[src/rtl/dual_intc_pkg.sv]
package dual_intc_pkg;

   // Number of output channels: channel 0 drives irq_out, channel 1 drives fiq_out.
   localparam int NCH       = 2;
   // The register group of each channel starts CH_STRIDE words after the previous one.
   localparam int CH_STRIDE = 8;

   // Offsets inside a channel group.
   localparam int OFS_STAT   = 0;
   localparam int OFS_RAW    = 1;
   localparam int OFS_EN_SET = 2;
   localparam int OFS_EN_CLR = 3;

   // Software flag controls. These exist only in the first group.
   localparam int IDX_SOFT_SET = 4;
   localparam int IDX_SOFT_CLR = 5;

   // Highest index that carries a meaning.
   localparam int IDX_TOP = (NCH - 1) * CH_STRIDE + OFS_EN_CLR;

   typedef enum logic [2:0] {
      RD_ZERO,
      RD_STAT,
      RD_RAW,
      RD_MASK,
      RD_SOFT
   } rd_sel_e;

endpackage

[src/rtl/dual_intc_decode.sv]
module dual_intc_decode
   import dual_intc_pkg::*;
#(
   parameter int AW = 6
) (
   input  logic           req,
   input  logic           we,
   input  logic [AW-1:0]  idx,
   output logic [NCH-1:0] en_set,
   output logic [NCH-1:0] en_clr,
   output logic           soft_set,
   output logic           soft_clr,
   output rd_sel_e        rd_sel,
   output logic           rd_ch,
   output logic           undef_acc
);

   logic [NCH-1:0] hit_stat;
   logic [NCH-1:0] hit_raw;
   logic [NCH-1:0] hit_set;
   logic [NCH-1:0] hit_clr;
   logic           hit_sset;
   logic           hit_sclr;
   logic           known;
   logic           wr;

   // One compare set per channel group.
   for (genvar c = 0; c < NCH; c++) begin : g_ch
      localparam int BASE = c * CH_STRIDE;
      assign hit_stat[c] = (idx == AW'(BASE + OFS_STAT));
      assign hit_raw[c]  = (idx == AW'(BASE + OFS_RAW));
      assign hit_set[c]  = (idx == AW'(BASE + OFS_EN_SET));
      assign hit_clr[c]  = (idx == AW'(BASE + OFS_EN_CLR));
   end

   assign hit_sset = (idx == AW'(IDX_SOFT_SET));
   assign hit_sclr = (idx == AW'(IDX_SOFT_CLR));

   assign known = |{hit_stat, hit_raw, hit_set, hit_clr, hit_sset, hit_sclr};
   assign wr    = req & we;

   assign en_set    = {NCH{wr}} & hit_set;
   assign en_clr    = {NCH{wr}} & hit_clr;
   assign soft_set  = wr & hit_sset;
   assign soft_clr  = wr & hit_sclr;
   assign undef_acc = req & ~known;

   // Read source selection. Write-only and undefined indices fall through to zero.
   always_comb begin
      rd_sel = RD_ZERO;
      rd_ch  = 1'b0;
      for (int c = 0; c < NCH; c++) begin
         if (hit_stat[c]) begin
            rd_sel = RD_STAT;
            rd_ch  = 1'(c);
         end
         if (hit_raw[c]) begin
            rd_sel = RD_RAW;
            rd_ch  = 1'(c);
         end
         if (hit_set[c]) begin
            rd_sel = RD_MASK;
            rd_ch  = 1'(c);
         end
      end
      if (hit_sset) rd_sel = RD_SOFT;
   end

endmodule

[src/rtl/dual_intc_mask.sv]
module dual_intc_mask #(
   parameter int NSRC = 32,
   parameter int DW   = 32
) (
   input  logic            clk,
   input  logic            rst,
   input  logic            set_stb,
   input  logic            clr_stb,
   input  logic [DW-1:0]   wdata,
   output logic [NSRC-1:0] mask_q,
   output logic [NSRC-1:0] mask_nxt
);

   logic [NSRC-1:0] wbits;

   assign wbits = wdata[NSRC-1:0];

   // Set and clear come from different indices, so at most one strobe is high.
   always_comb begin
      mask_nxt = mask_q;
      if (set_stb) mask_nxt = mask_q | wbits;
      if (clr_stb) mask_nxt = mask_q & ~wbits;
   end

   always_ff @(posedge clk) begin
      if (rst) mask_q <= '0;
      else     mask_q <= mask_nxt;
   end

endmodule

[src/rtl/dual_intc_pending.sv]
module dual_intc_pending #(
   parameter int NSRC        = 32,
   parameter int SYNC_STAGES = 0
) (
   input  logic            clk,
   input  logic            rst,
   input  logic [NSRC-1:0] src_in,
   input  logic            soft_set,
   input  logic            soft_clr,
   input  logic            wd0,
   output logic            soft_q,
   output logic [NSRC-1:0] pend,
   output logic [NSRC-1:0] pend_nxt
);

   logic [NSRC-1:0] src_s;
   logic            soft_nxt;

   // Variant: sources used directly, or passed through a resynchroniser chain.
   if (SYNC_STAGES == 0) begin : g_direct
      assign src_s = src_in;
   end else begin : g_sync
      logic [NSRC-1:0] stg [SYNC_STAGES];
      always_ff @(posedge clk) begin
         if (rst) begin
            for (int i = 0; i < SYNC_STAGES; i++) stg[i] <= '0;
         end else begin
            stg[0] <= src_in;
            for (int i = 1; i < SYNC_STAGES; i++) stg[i] <= stg[i-1];
         end
      end
      assign src_s = stg[SYNC_STAGES-1];
   end

   always_comb begin
      soft_nxt = soft_q;
      if (soft_set && wd0) soft_nxt = 1'b1;
      if (soft_clr && wd0) soft_nxt = 1'b0;
   end

   always_ff @(posedge clk) begin
      if (rst) soft_q <= 1'b0;
      else     soft_q <= soft_nxt;
   end

   assign pend     = src_s | NSRC'(soft_q);
   assign pend_nxt = src_s | NSRC'(soft_nxt);

endmodule

[src/rtl/dual_intc.sv]
module dual_intc
   import dual_intc_pkg::*;
#(
   parameter int NSRC        = 32,
   parameter int DW          = 32,
   parameter int AW          = 6,
   parameter int SYNC_STAGES = 0
) (
   input  logic            clk,
   input  logic            rst,
   input  logic [NSRC-1:0] src_in,
   input  logic            bus_req,
   input  logic            bus_we,
   input  logic [AW-1:0]   bus_idx,
   input  logic [DW-1:0]   bus_wdata,
   output logic [DW-1:0]   bus_rdata,
   output logic            bus_err,
   output logic            irq_out,
   output logic            fiq_out
);

   localparam int IDX_SPAN = 1 << AW;

   // Elaboration checks on the parameters.
   if (NSRC < 1 || NSRC > DW) begin : g_bad_nsrc
      $error("dual_intc: NSRC must be in 1..DW");
   end
   if (IDX_SPAN <= IDX_TOP) begin : g_bad_aw
      $error("dual_intc: AW too narrow for the register indices");
   end
   if (SYNC_STAGES < 0 || SYNC_STAGES > 3) begin : g_bad_sync
      $error("dual_intc: SYNC_STAGES must be in 0..3");
   end

   logic [NCH-1:0]  en_set;
   logic [NCH-1:0]  en_clr;
   logic            soft_set;
   logic            soft_clr;
   rd_sel_e         rd_sel;
   logic            rd_ch;
   logic            undef_acc;
   logic            soft_q;
   logic [NSRC-1:0] pend;
   logic [NSRC-1:0] pend_nxt;
   logic [NSRC-1:0] mask_q_a   [NCH];
   logic [NSRC-1:0] mask_nxt_a [NCH];
   logic [NCH-1:0]  out_q;
   logic [DW-1:0]   rd_val;
   logic [DW-1:0]   rdata_q;
   logic            err_q;
   logic [NSRC-1:0] irq_mask_q;
   logic [NSRC-1:0] fiq_mask_q;

   dual_intc_decode #(.AW(AW)) u_dec (
      .req       (bus_req),
      .we        (bus_we),
      .idx       (bus_idx),
      .en_set    (en_set),
      .en_clr    (en_clr),
      .soft_set  (soft_set),
      .soft_clr  (soft_clr),
      .rd_sel    (rd_sel),
      .rd_ch     (rd_ch),
      .undef_acc (undef_acc)
   );

   dual_intc_pending #(.NSRC(NSRC), .SYNC_STAGES(SYNC_STAGES)) u_pend (
      .clk      (clk),
      .rst      (rst),
      .src_in   (src_in),
      .soft_set (soft_set),
      .soft_clr (soft_clr),
      .wd0      (bus_wdata[0]),
      .soft_q   (soft_q),
      .pend     (pend),
      .pend_nxt (pend_nxt)
   );

   // One mask and one registered output per channel.
   for (genvar c = 0; c < NCH; c++) begin : g_chan
      dual_intc_mask #(.NSRC(NSRC), .DW(DW)) u_mask (
         .clk      (clk),
         .rst      (rst),
         .set_stb  (en_set[c]),
         .clr_stb  (en_clr[c]),
         .wdata    (bus_wdata),
         .mask_q   (mask_q_a[c]),
         .mask_nxt (mask_nxt_a[c])
      );

      always_ff @(posedge clk) begin
         if (rst) out_q[c] <= 1'b0;
         else     out_q[c] <= |(pend_nxt & mask_nxt_a[c]);
      end
   end

   assign irq_mask_q = mask_q_a[0];
   assign fiq_mask_q = mask_q_a[1];

   always_comb begin
      case (rd_sel)
         RD_STAT: rd_val = DW'(pend & mask_q_a[rd_ch]);
         RD_RAW:  rd_val = DW'(pend);
         RD_MASK: rd_val = DW'(mask_q_a[rd_ch]);
         RD_SOFT: rd_val = DW'(soft_q);
         default: rd_val = '0;
      endcase
   end

   always_ff @(posedge clk) begin
      if (rst) begin
         rdata_q <= '0;
         err_q   <= 1'b0;
      end else begin
         if (bus_req && !bus_we) rdata_q <= rd_val;
         err_q <= undef_acc;
      end
   end

   assign bus_rdata = rdata_q;
   assign bus_err   = err_q;
   assign irq_out   = out_q[0];
   assign fiq_out   = out_q[1];

endmodule

[config.mk]
export PLATFORM = sky130hd
export DESIGN_NAME = dual_intc
export DESIGN_NICKNAME = d
export VERILOG_FILES = /design/src/rtl/dual_intc_pkg.sv /design/src/rtl/dual_intc_decode.sv /design/src/rtl/dual_intc_mask.sv /design/src/rtl/dual_intc_pending.sv /design/src/rtl/dual_intc.sv
export SDC_FILE = /design/constraint.sdc
export NUM_CORES = 1
export LEC_CHECK = 0
export CORE_AREA = 10 10 116 118
export DETAILED_ROUTE_END_ITERATION = 16
export DIE_AREA = 0 0 126 128
export GPL_TIMING_DRIVEN = 0
export PLACE_DENSITY = 0.8
export RECOVER_POWER = 50
export SLEW_MARGIN = 20
export SYNTH_ARGS = -nofsm -noshare
export SYNTH_HDL_FRONTEND = slang
export SYNTH_SLANG_ARGS = --single-unit
[constraint.sdc]
create_clock -name clk -period 3.48 [get_ports clk]
set_input_delay 1.044 -clock clk [delete_from_list [all_inputs] [get_ports clk]]
set_output_delay 1.044 -clock clk [all_outputs]
set_load 0.05 [all_outputs]
Word level (Yosys, flattened, before mapping)
Cells that the tools add are included.
W data, S select, Z words.
{"block": "op_classes", "bitwise_logic": 18, "n_reduce_logical": 8, "n_mux": 20, "magnitude_cmp": 1, "n_eq_ne": 13}
{"operator": "$mux W32", "count": 7}
{"operator": "$and A32 B32 Y32", "count": 5}
{"operator": "$pmux W32 S4", "count": 1}
{"operator": "$or A32 B1 Y32", "count": 2}
{"operator": "$or A32 B32 Y32", "count": 2}
{"operator": "$reduce_or A32 Y1", "count": 2}
{"operator": "$not A32 Y32", "count": 1}
{"operator": "$eq A6 B4 Y1 const B", "count": 4}
{"operator": "$mux W3", "count": 5}
{"operator": "$eq A6 B2 Y1 const B", "count": 2}
{"operator": "$eq A6 B3 Y1 const B", "count": 2}
{"operator": "$reduce_or A10 Y1", "count": 1}
{"operator": "$eq A3 B2 Y1 const B", "count": 2}
{"operator": "$eq A6 B1 Y1 const B", "count": 1}
{"operator": "$logic_not A6 Y1", "count": 1}
{"operator": "$mux W1", "count": 6}
{"operator": "$and A1 B1 Y1", "count": 4}
{"operator": "$and A2 B2 Y2", "count": 2}
{"operator": "$eq A3 B1 Y1 const B", "count": 1}
{"operator": "$eq A3 B3 Y1 const B", "count": 1}
{"operator": "$logic_and A1 B1 Y1", "count": 3}
{"operator": "$ge A2 B2 Y1 const B", "count": 1}
{"operator": "$mux W2", "count": 1}
{"operator": "$not A1 Y2", "count": 1}
{"operator": "other kinds (2)", "count": 2}
{"block": "word_totals", "inputBits": 74, "out_inout_bits": 35, "wordCells": 67, "register_bits": 100}

Depth between registers and ports, before layout
{"block": "logic_depth", "ltp_word": 10, "depth_mapped": 9}

Modules after synthesis
Synthesis repeated with hierarchy kept, for this count alone.
{"block": "hier_totals", "hier_cells": 609, "hier_area_um2": 6017.0}
{"mod": "dual_intc_mask", "area_each_um2": 1559.0, "cells_per_inst": 141, "instances": 2, "seq_area_each_um2": 640.6}
{"mod": "dual_intc", "area_each_um2": 2235.9, "cells_per_inst": 235, "instances": 1, "seq_area_each_um2": 700.7}
{"mod": "dual_intc_pending", "area_each_um2": 530.5, "cells_per_inst": 68, "instances": 1, "seq_area_each_um2": 20.0}
{"mod": "dual_intc_decode", "area_each_um2": 132.6, "cells_per_inst": 24, "instances": 1, "seq_area_each_um2": 0.0}

Least setup slack after synthesis
Ideal clock, no wire load.
{"block": "synth_timing", "path_type": "in2reg", "startpoint": "input bus_idx[2]", "endpoint": "register out_q[0] (netlist: irq_out)", "path_slack_ps": 404, "cell_stages": 8, "setup_ps": 137, "path_buffers": 2, "arrival_time_ps": 2939, "cell_sequence": "buf_6 > or3_1 > buf_6 > nor4_1 > mux2_2 > a2111oi_0 > and4_1 > a41oi_1"}
{"block": "synth_via", "elab_chain_cells": 8, "word_cells_on_any_way": 17, "cone_classes": "4 x eq/ne; 4 x mux; 6 x bitwise; 3 x reduce/logical"}
{"item": "start, declared", "line_no": "dual_intc.sv:14", "rtl": "input logic [AW-1:0] bus_idx,"}
{"item": "$eq A6 B3 Y1", "line_no": "dual_intc_decode.sv:36", "rtl": "assign hit_sset = (idx == AW'(IDX_SOFT_SET));"}
{"item": "$and A1 B1 Y1", "line_no": "dual_intc_decode.sv:44", "rtl": "assign soft_set = wr & hit_sset;"}
{"item": "$logic_and A1 B1 Y1", "line_no": "dual_intc_pending.sv:37", "rtl": "if (soft_set && wd0) soft_nxt = 1'b1;"}
{"item": "$mux W1", "line_no": "dual_intc_pending.sv:37"}
{"item": "$mux W1", "line_no": "dual_intc_pending.sv:38", "rtl": "if (soft_clr && wd0) soft_nxt = 1'b0;"}
{"item": "$or A32 B1 Y32", "line_no": "dual_intc_pending.sv:47", "rtl": "assign pend_nxt = src_s | NSRC'(soft_nxt);"}
{"item": "$and A32 B32 Y32 *", "line_no": "dual_intc.sv:93", "rtl": "else out_q[c] <= |(pend_nxt & mask_nxt_a[c]);"}
{"item": "$reduce_or A32 Y1 *", "line_no": "dual_intc.sv:93"}
{"item": "end signal, assigned by index", "line_no": "dual_intc.sv:93"}
{"item": "end, declared", "line_no": "dual_intc.sv:47", "rtl": "logic [NCH-1:0] out_q;"}
Every way passes the cells marked *; elsewhere a longest branch is shown, timed or not.
A chain may end at the register's enable or synchronous reset.

Final worst setup path
{"block": "layout_timing", "startpoint": "input bus_idx[3]", "endpoint": "register out_q[0] (netlist: irq_out)"}
The elaborated chain is that of the path after synthesis.

==> reports/qor_table.md <==
| Quantity | Reported |
| --- | --- |
| Leading cell types in the layout, fill and taps excluded | sky130_fd_sc_hd__dfxtp_1, sky130_fd_sc_hd__nand2_1, sky130_fd_sc_hd__nor2_1 |
| Number of vias after detailed routing | 6362 |
| Status | complete, no violations |
| Total inserted antenna cells | 0 |
| Net total in the final layout | 905 |
| Path type of the worst min-delay path | flip-flop to flip-flop |
| CTS tree | built |
| Most common cell after layout, fill and taps aside | sky130_fd_sc_hd__dfxtp_1 |
| DRC violation count after routing | 0 |
| Port buffer count | 104 |
| Top-area cell type share of the netlist area | 0.346 |
| Largest cells by area after synthesis | sky130_fd_sc_hd__dfxtp_1, sky130_fd_sc_hd__mux2i_1, sky130_fd_sc_hd__nand2_1 |
| WS Path Type | input port to flip-flop |
| Clock root buffer master | sky130_fd_sc_hd__clkbuf_16 |
| Post-layout instance count excluding filler cells | 979 |
| Number of buffers added to fix hold violations after cts | 0 |
| Clock period minus final worst setup slack | 3430 ps |
| Worst clock skew | 7.25 ps |
| Routability cong. | 1.01 |
| Cell taking the most area after synthesis | sky130_fd_sc_hd__dfxtp_1 |
| Count of cell types in the netlist | 51 |
| Routed wirelength normalized by instance count | 26.0 um |
| Syn Inst Count | 711 |
| Top-level I/O count | 109 |
| Net Count, Synth | 785 |
| Effective utilization at floorplan | 0.516 |
| Clock transition time at the flip-flop clock pins of the worst setup and hold paths | 70 ps |
| Final count of pins violating max slew | 0 |
| Final clock period utilization by the worst path | 0.985 |
| Global route total overflow | 0 |
| Count of nets left with antenna violations after detail routing | 0 |
| Netlist Area Pre-Place | 5790 um^2 |
| Total global routing track utilization | 0.302 |
| Number of synthesized flops with an enable pin | 0 |
| Power per cell area | 340 nW/um^2 |
| Utilization of the core after routing | 0.668 |
| Area of the die | 16100 um^2 |
| Peak supply drop | 0.000381 V |
| Count of maximum capacitance violations | 0 |
| Number of warnings reported in the yosys synthesis log | 0 |
| Number of global-route vias before repair | 6229 |
| Pin count of the biggest net entering global routing | 16 |
| Slew @ Worst Pin | 955 ps |
| Mean area per synthesized cell | 8.14 um^2 |
| Final worst-path setup slack | 53.2 ps |
| Core footprint | 11200 um^2 |
| CTS H-tree lvls | 3 |
| Worst Setup Slack post-DPL | -873 ps |
| Primary FF master, synth | sky130_fd_sc_hd__dfxtp_1 |
| Data required time at the worst endpoint | 3670 ps |
| Layout Area Growth over Synthesis | 29.5% |
| Die Height | 128 um |
| Setup repair after global routing missed its margin | no |
| Static Leakage | 3.06 nW |
| Number of buffers on the longest clock path | 2 |
| Post-synthesis sequential element count | 100 |
| Detailed Routing Iterations Pass 1 | 6 |
| Clk_lat worst skew | 370 ps |
| Share of final-layout standard cells stronger than drive strength 1 | 0.104 |
| Fraction of synthesis flops using an asynchronous set or reset pin | 0 |
| Ratio of routed vias to standard cells | 6.50 |
| Number of clock sinks seen by CTS | 100 |
| Critical Path Fanout Max | 10 |
| Initial antenna violation count | 2 |
| Std-Cell Rows | 39 |
| Horiz. Die Dim | 126 um |
| Share of synthesized area occupied by flip-flops and latches | 0.346 |
| Maximum clock frequency | 292 MHz |
| Iteration-0 DRC count of the detailed router | 947 |
| Post-Place Cells | 958 |
| Total Routed Length | 25400 um |
| Number of setup violations in the final report | 0 |
| Category of the worst setup path capture point | flip-flop |
| Number of clock buffers inserted by TritonCTS | 9 |
| Wire length of the first global-routing pass | 37700 um |
| Post-detailed-placement half-perimeter wirelength | 18000 um |
| Critical path arrival | 3620 ps |
| Final Hold Viols | 0 |
| Total Power Consumption | 0.00255 W |
| Relative slew margins | 0.363 |
| Startpoint Class | input port |
## cell type report
| cell class | instances | area [um^2] |
|---|---|---|
| Multi-Input combinational cell | 549 | 3630 |
| Inverter | 6 | 22.5 |
| Fill cell | 993 | 3730 |
| Clock buffer | 13 | 260 |
| Clock inverter | 3 | 45.0 |
| Sequential cell | 100 | 2000 |
| Tap cell | 143 | 179 |
| Buffer | 56 | 272 |
| Timing Repair Buffer | 109 | 1090 |
## registers in the layout, summed over array words and instances, names as in the netlist
signal                flops
irq_out                   1
bus_err                   1
bus_rdata                32
u_pend.soft_q             1
fiq_out                   1
g_chan.u_mask.mask_q     64
## critical path: stages
cell	delay (ps)
sky130_fd_sc_hd__clkdlybuf4s50_1	470
sky130_fd_sc_hd__buf_4	240
sky130_fd_sc_hd__or2_1	250
sky130_fd_sc_hd__buf_2	230
sky130_fd_sc_hd__o31a_1	330
sky130_fd_sc_hd__o21a_1	260
sky130_fd_sc_hd__a2111oi_4	390
sky130_fd_sc_hd__and4_1	230
sky130_fd_sc_hd__a41oi_1	170
## metrics by stage
step	hold slack [ps]	area, um^2	setup TNS (ps)
2_1_floorplan	476	5790	0
3_3_place_gp	447	7010	-25430
3_5_place_dp	451	7010	-26940
4_1_cts	467	7400	0
5_1_grt	485	7500	0
6_report	462	7500	0
## timing repair
item,in CTS,in global routing
buffers inserted,3,2
gates resized for setup,27,22
cloned,0,0
hold endpoints to repair,0,0
endpoints found under the setup margin,43,25
pin swaps,2,2
## synth_stat cells (all sizes together), types with 6 or more instances
library cell and count:
a2111oi 9, a21oi 16, a22oi 37, and3 15, and4 9, buf 17, clkbuf 39, dfxtp 100
inv 6, mux2 25, mux2i 73, nand2 97, nand3 16, nand4 12, nor2 87, nor2b 26
nor3 7, o21ai 67
## worst paths after layout
| kind | startpoint | to | slack [ps] | depth (start not counted) |
|---|---|---|---|---|
| max reg2reg | g_chan[0].u_mask.mask_q[10] | irq_out | 1730 | 6 |
| min | bus_rdata[0] | bus_rdata[0] | 460 | 2 |
| min reg2reg | bus_rdata[0] | bus_rdata[0] | 460 | 2 |
| max | bus_idx[3] | irq_out | 50 | 9 |
## logic make-up (layout without fill, tap and decap cells)
kind of cell,count (synthesis),after routing,share of synthesized area
AO/OA/AOI/OAI,164,164,0.187
AND/OR/NAND/NOR,286,286,0.245
buffers and inverters,62,187,0.0456
XOR/XNOR,1,1,0.00151
multiplexers,98,98,0.175
flip-flops,100,100,0.346
## routing by layer
metal / vias to the layer above / part of all wire / track usage
li1: 2801 / - / -
met1: 3046 / 0.40 / 0.370
met2: 414 / 0.45 / 0.467
met3: 97 / 0.099 / 0.0831
met4: 4 / 0.050 / 0.177
met5: - / 0.0010 / 0
## where the power goes
group | internal [W] | leakage, nW | switching [W]
registers | 0.00115 | 0.805 | 0.00000156
clock network | 0.000598 | 0.142 | 0.000476
logic | 0.000116 | 2.11 | 0.000212
(Power assumes the default switching activity.)
